**config.mk**
```make
export PLATFORM = sky130hd
export DESIGN_NAME = wr_burst_term
export DESIGN_NICKNAME = d
export VERILOG_FILES = /design/src/rtl/wbt_pkg.sv /design/src/rtl/wbt_beat_ctr.sv /design/src/rtl/wbt_mask_fan.sv /design/src/rtl/wr_burst_term.sv
export SDC_FILE = /design/constraint.sdc
export NUM_CORES = 1
export LEC_CHECK = 0
export BUFFER_PORTS_ARGS = -buffer_cell sky130_fd_sc_hd__buf_2
export CAP_MARGIN = 30
export CORE_AREA = 2 2 39 41
export DETAILED_ROUTE_END_ITERATION = 6
export DIE_AREA = 0 0 41 43
export PLACE_DENSITY = 0.64
export SLEW_MARGIN = 25
export SYNTH_ARGS = -nofsm -noshare
export SYNTH_HDL_FRONTEND = slang
export SYNTH_SLANG_ARGS = --single-unit
```
**constraint.sdc**
```tcl
create_clock -name clk -period 2.7 [get_ports clk]
set_input_delay 0.81 -clock clk [delete_from_list [all_inputs] [get_ports clk]]
set_output_delay 0.81 -clock clk [all_outputs]
set_load 0.02 [all_outputs]
```
**src/rtl/wbt_pkg.sv**
```systemverilog
package wbt_pkg;
    localparam int BURST_LEN = 8;
    localparam int CNT_W     = $clog2(BURST_LEN);

    typedef enum logic [1:0] {
        PH_IDLE = 2'd0,
        PH_LAT  = 2'd1,
        PH_BEAT = 2'd2,
        PH_STOP = 2'd3
    } phase_e;

    typedef struct packed {
        phase_e             phase;
        logic [CNT_W-1:0]   cnt;
        logic               ddr;
        logic               single;
    } wbt_state_t;
endpackage

```
**src/rtl/wbt_beat_ctr.sv**
```systemverilog
module wbt_beat_ctr
    import wbt_pkg::*;
(
    input  logic [CNT_W-1:0] cnt_q,
    output logic [CNT_W-1:0] cnt_inc,
    output logic             cnt_last
);
    localparam logic [CNT_W-1:0] LAST = CNT_W'(BURST_LEN - 1);

    always_comb begin
        cnt_inc  = cnt_q + CNT_W'(1);
        cnt_last = (cnt_q == LAST);
    end
endmodule

```
**src/rtl/wbt_mask_fan.sv**
```systemverilog
module wbt_mask_fan #(
    parameter int LANES = 2
) (
    input  logic             mask_bit,
    output logic [LANES-1:0] dm
);
    for (genvar g = 0; g < LANES; g++) begin : g_lane
        assign dm[g] = mask_bit;
    end
endmodule

```
**src/rtl/wr_burst_term.sv**
```systemverilog
module wr_burst_term
    import wbt_pkg::*;
#(
    parameter int LANES = 2
) (
    input  logic                  clk,
    input  logic                  rst_n,
    input  logic                  cfg_ddr,
    input  logic                  wr_single,
    input  logic                  wr_go,
    output logic                  ready,
    output logic                  cmd_wr,
    output logic                  cmd_bst,
    output logic                  data_valid,
    output logic [CNT_W-1:0]      beat_idx,
    output logic [LANES-1:0]      dm,
    output logic                  dqs_en
);
    wbt_state_t       st_d, st_q;
    logic [CNT_W-1:0] cnt_inc;
    logic             cnt_last;
    logic             mask_bit;

    wbt_beat_ctr u_ctr (
        .cnt_q   (st_q.cnt),
        .cnt_inc (cnt_inc),
        .cnt_last(cnt_last)
    );

    always_comb begin
        st_d = st_q;
        unique case (st_q.phase)
            PH_IDLE: begin
                if (wr_go) begin
                    st_d.ddr    = cfg_ddr;
                    st_d.single = wr_single;
                    st_d.cnt    = '0;
                    st_d.phase  = cfg_ddr ? PH_LAT : PH_BEAT;
                end
            end
            PH_LAT: begin
                st_d.phase = PH_BEAT;
            end
            PH_BEAT: begin
                if (!st_q.ddr && st_q.single) begin
                    st_d.phase = PH_STOP;
                end else if (cnt_last) begin
                    st_d.phase = PH_IDLE;
                    st_d.cnt   = '0;
                end else begin
                    st_d.cnt = cnt_inc;
                end
            end
            PH_STOP: begin
                st_d.phase = PH_IDLE;
                st_d.cnt   = '0;
            end
            default: st_d.phase = PH_IDLE;
        endcase
    end

    always_ff @(posedge clk or negedge rst_n) begin
        if (!rst_n) begin
            st_q <= '{phase: PH_IDLE, cnt: '0, ddr: 1'b0, single: 1'b0};
        end else begin
            st_q <= st_d;
        end
    end

    // Output decode from registered state.
    always_comb begin
        ready      = (st_q.phase == PH_IDLE);
        cmd_wr     = (st_q.phase == PH_LAT) ||
                     (st_q.phase == PH_BEAT && !st_q.ddr && st_q.cnt == '0);
        cmd_bst    = (st_q.phase == PH_STOP);
        data_valid = (st_q.phase == PH_BEAT) && (!st_q.single || st_q.cnt == '0);
        dqs_en     = (st_q.phase == PH_BEAT) && st_q.ddr;
        beat_idx   = st_q.cnt;
        mask_bit   = !data_valid;
    end

    wbt_mask_fan #(.LANES(LANES)) u_fan (
        .mask_bit(mask_bit),
        .dm      (dm)
    );
endmodule

```
Word level (Yosys, flattened, before mapping)

Cells that the tools add are included.

Flip-flop bits (word level): 7
Input port bits: 5
Output and inout port bits: 10
Logic and storage cells: 36

Add/sub/neg operators: 1
Equal/unequal tests: 7
Mux-type cells: 8
Reductions and logical operators: 16

Operator list:

| kind                | number |
|---|---|
| $pmux 3 s3          | 1 |
| $pmux 2 s4          | 1 |
| $mux 7              | 1 |
| $mux 2              | 3 |
| $mux 3              | 2 |
| $logic_and 1x1->1   | 5 |
| $eq 2x2->1 const B  | 2 |
| $ne 2x2->1 const B  | 2 |
| $reduce_and 2->1    | 2 |
| $add 3x1->3 const B | 1 |
| $eq 3x3->1 const B  | 1 |
| $logic_not 1->1     | 3 |
| $logic_not 3->1     | 1 |
| $ne 3x3->1 const B  | 1 |
| $reduce_and 3->1    | 1 |
| $reduce_bool 3->1   | 1 |
| $eq 2x1->1 const B  | 1 |
| $logic_not 2->1     | 1 |
| $logic_or 1x1->1    | 2 |

Longest topological paths before layout

Depth in word-level cells: 4
Mapped depth: 5
Gate-level depth less buffers: 5

Cells and area by module

From an unflattened synthesis, not the netlist that was laid out.

Cell total of the unflattened synthesis: 45
Area, all modules: 432.9 µm²

By module, submodules not included:

| module        | instances | cells an instance | area each (µm²) | seq. area each (µm²) |
|---|---|---|---|---|
| wr_burst_term | 1         | 40                | 389.1           | 175.2 |
| wbt_beat_ctr  | 1         | 3                 | 28.8            | 0.0 |
| wbt_mask_fan  | 1         | 2                 | 15.0            | 0.0 |

Least setup slack after synthesis

Ideal clock, no wire load.

Path type: register to output
Start point: register st_q (netlist bit beat_idx[0])
End point: output port cmd_wr
Arrival: 1.189 ns
Required time: 1.890 ns
Path slack: 0.701 ns
Stages on the path, launching flop included: 5
Path buffers: 0
Cell sequence: dfrtp_1 -> inv_1 -> ha_1 -> nand2b_1 -> o31ai_1

Longest elaborated chain between the ends: 3

Ends and longest elaborated chain:

| item                     | RTL line            | RTL |
|---|---|---|
| start: declaration       | wr_burst_term.sv:19 | `wbt_state_t st_d, st_q;` |
| start signal: assignment | wr_burst_term.sv:64 | `st_q <= '{phase: PH_IDLE, cnt: '0, ddr: 1'b0, single: 1'b0};` |
| start signal: assignment | wr_burst_term.sv:66 | `st_q <= st_d;` |
| $logic_not 3->1          | wr_burst_term.sv:74 | `(st_q.phase == PH_BEAT && !st_q.ddr && st_q.cnt == '0);` |
| $logic_and 1x1->1        | wr_burst_term.sv:74 |  |
| $logic_or 1x1->1         | wr_burst_term.sv:73 | `cmd_wr = (st_q.phase == PH_LAT) \|\|` |
| end: declaration         | wr_burst_term.sv:12 | `output logic cmd_wr,` |

Every way passes these cells.

Final worst setup path

Start point: register st_q (netlist bit beat_idx[0])
End point: output port data_valid

Longest elaborated chain between the ends: 3

Ends and longest elaborated chain:

| item              | RTL line            | RTL |
|---|---|---|
| $logic_not 3->1   | wr_burst_term.sv:76 | `data_valid = (st_q.phase == PH_BEAT) && (!st_q.single \|\| st_q.cnt == '0);` |
| $logic_or 1x1->1  | wr_burst_term.sv:76 |  |
| $logic_and 1x1->1 | wr_burst_term.sv:76 |  |
| end: declaration  | wr_burst_term.sv:14 | `output logic data_valid,` |

Every way passes these cells.

==> impl_metrics.json <==
{
  "status": "finished, final reports clean",
  "die_w_um": 41,
  "clock-sinks": 7,
  "grt_max_degree": 10,
  "synthToLayoutAreaGrowth_pct": 14.17,
  "synth_xor_area_share_pct": 0,
  "pwr_density_cell_nw_per_um2": 1419,
  "synthArstFlopShare_pct": 100.0,
  "grt_pass1_vias": 331,
  "drt_pass1_iterations": 4,
  "cp.arrival_ps": 1300,
  "slew_headroom_pct": 79.45,
  "p_sw_share_pct": 46.19,
  "synth_top_family_by_area": "simple AND/OR/NAND/NOR gates",
  "nets": 68,
  "syn_inst": 47,
  "synth_compound_area_share_pct": 14.96,
  "cp-start-kind": "flip-flop",
  "crit_path_end_kind": "output pin",
  "critPathMostFrequentCell": "inv_1",
  "grt_pass1_wl_um": 1262,
  "cts_resized": 0,
  "path_delay_family": "flip-flops",
  "synth_area_leaders": "dfrtp_1 (37%), buf_4 (7.9%), ha_1 (7.9%), mux2_2 (4.7%), inv_1 (3.9%)",
  "track_usage_pct": 10.85,
  "hold_path.class": "input port to async pin",
  "synth_area_um2": 476.7,
  "min_period_over_period_pct": 78.13,
  "drive_above_1_share_pct": 42.37,
  "rows": 14,
  "reg2reg_setup_slack_ps": 1400,
  "min_period_ps": 2110,
  "cpMaxStageDelayCell": "dfrtp_1",
  "power_switching_uw": 356.8,
  "drc_errors": 0,
  "synth_cell_types": 25,
  "io-pin-count": 15,
  "clk_latency_ps": 240,
  "reg2reg_to": "beat_idx[0]$_DFFE_PN0P_",
  "power_frac_clock_pct": 11.9,
  "setup_viol_count_final": 0,
  "yosys-top-cells-count": "dfrtp_1 (7), buf_4 (5), inv_1 (5)",
  "synth_seq_area_share_pct": 36.75,
  "synth-simple-area-share_pct": 19.42,
  "antenna_found_initial": 0,
  "clock_path_buffers": 2,
  "fmax_mhz": 474.0,
  "yosys_warnings": 0,
  "place_congestion": 0.7742,
  "drv_slew": 0,
  "avgSynthCellArea_um2": 10.14,
  "cts_hold_buf": 0,
  "reg2reg_depth": 4,
  "dp_hpwl_um": 620.9,
  "crit_buf_inv": 3,
  "reg2reg_from": "beat_idx[0]$_DFFE_PN0P_",
  "finalNonFillerCells": 75,
  "setup_tns_ps": 0,
  "clkTransAtPathRegs_ps": 50,
  "max_stage_delay_ps": 400,
  "synth_top_area_share_pct": 36.75,
  "multi_input_area_um2": 234.0,
  "worst-slew-pin-transition_ps": 308.2,
  "drt-initial-drc-count": 3,
  "power_leakage_uw": 0.0002905,
  "seqPwrFrac_pct": 27.8,
  "ys_ff_latch": 7,
  "wl_per_cell_um": 10.12,
  "core-area_um2": 1384,
  "ant_nets": 0,
  "rsz0062_at_grt": "false",
  "post_cts_buffers": 0,
  "drv_cap": 0,
  "synth_ff_type": "dfrtp_1",
  "regArea_um2": 175.2,
  "power.internal_uw": 415.6,
  "io_buffers": 14,
  "cts_root_buffer": "clkbuf_4",
  "fillers": 146,
  "crit_type": "flip-flop to output pin",
  "crit_chain": "inv_1 -> ha_1 -> nand2b_1 -> a21o_1 -> inv_1 -> buf_2",
  "combPwrFrac_pct": 60.3,
  "clock_skew_ps": 6.087,
  "cts_tree": "yes",
  "synth_area_leader_cell": "dfrtp_1",
  "synth_fa_ha_area_share_pct": 7.874,
  "synth_edf_count": 0,
  "fp.dieH_um": 43,
  "vias_per_cell": 4.733,
  "grt.overflow.total": 0,
  "hold_violations": 0,
  "htree_levels": 1,
  "die_area_um2": 1763,
  "cp_max_fo": 4,
  "synth_nets": 55,
  "synth_mux_area_share_pct": 6.824,
  "crit_cells": 6,
  "crit_required_ps": 1890,
  "ir_drop_mv": 0.3156,
  "via_count": 355,
  "initial_core_util_pct": 34.45,
  "diodes": 0,
  "yosysMostFrequentCell": "dfrtp_1",
  "cts-buffers-inserted": 3,
  "placed_cells": 71,
  "routed_wl_um": 759
}
==> power by group through the flow <==
| stage | logic (µW) | registers, µW | clock network (µW) |
|---|---|---|---|
| floorplan | 438 | 194 | 0 |
| global placement | 466 | 218 | 0 |
| detailed placement | 472 | 218 | 0 |
| CTS | 475 | 216 | 95.6 |
| global route | 518 | 229 | 104 |
| finish | 466 | 215 | 91.7 |
==> state kept, by name (all words and copies together), names as in the netlist <==
register  cells
beat_idx      3
st_q          4
==> layer usage <==
layer	track usage, %	wire length [µm]	up-vias	share of wire [%]
met5	0	0	-	0
met1	11.96	317	167	42
met2	16.56	389	9	51
met4	10.00	23	0	3.0
li1	-	-	177	-
met3	1.571	28	2	3.7
==> cells in the final DEF, fill, tap and decap left out, types with 2 or more instances in the layout <==
cell,synthesis,routed
a22o_1,2,2
nor2_1,3,3
clkbuf_4,0,3
nand2b_1,2,2
buf_2,0,14
dfrtp_1,7,7
inv_1,5,5
ha_1,3,3
a21oi_1,2,2
mux2_2,2,2
==> cell type report <==
cell class | count | share of cell area [%]
Multi-Input combinational cell | 29 | 42.99
Sequential cell | 7 | 32.18
Timing Repair Buffer | 14 | 12.87
Clock buffer | 4 | 4.828
Tap cell | 16 | 3.678
Inverter | 5 | 3.448
==> metrics by stage <==
step | setup WS [ps] | area [µm²] | hold slack [ps] | power, µW | util, %
2_1_floorplan | 701.3 | 476.7 | 494.3 | 631.8 | -
3_3_place_gp | 851.2 | 518.0 | 537.7 | 684.0 | 37.43
3_5_place_dp | 829.5 | 518.0 | 539.0 | 690.6 | 37.43
4_1_cts | 565.2 | 544.3 | 384.4 | 787.0 | 39.33
5_1_grt | 488.9 | 544.3 | 380.2 | 851.3 | 39.33
6_report | 590.4 | 544.3 | 386.3 | 772.5 | 39.33
==> cells by family after synthesis <==
kind of cell               after synthesis
adders and majority gates                3
and+or+nand+nor                         14
AOI/OAI and AO/OA                        9
muxes                                    3
DFF                                      7
buffers and inverters                   11
==> worst max-delay path by stage <==
stage,from,endpoint,slack (ps)
after floorplan,beat_idx[0]$_DFFE_PN0P_,cmd_wr,700
after global placement,st_q[5]$_DFFE_PN0P_,cmd_wr,850
after detailed placement,beat_idx[0]$_DFFE_PN0P_,data_valid,830
after CTS,beat_idx[0]$_DFFE_PN0P_,data_valid,570
after global routing,beat_idx[0]$_DFFE_PN0P_,data_valid,490
final,beat_idx[0]$_DFFE_PN0P_,data_valid,590
(Power assumes the default switching activity.)
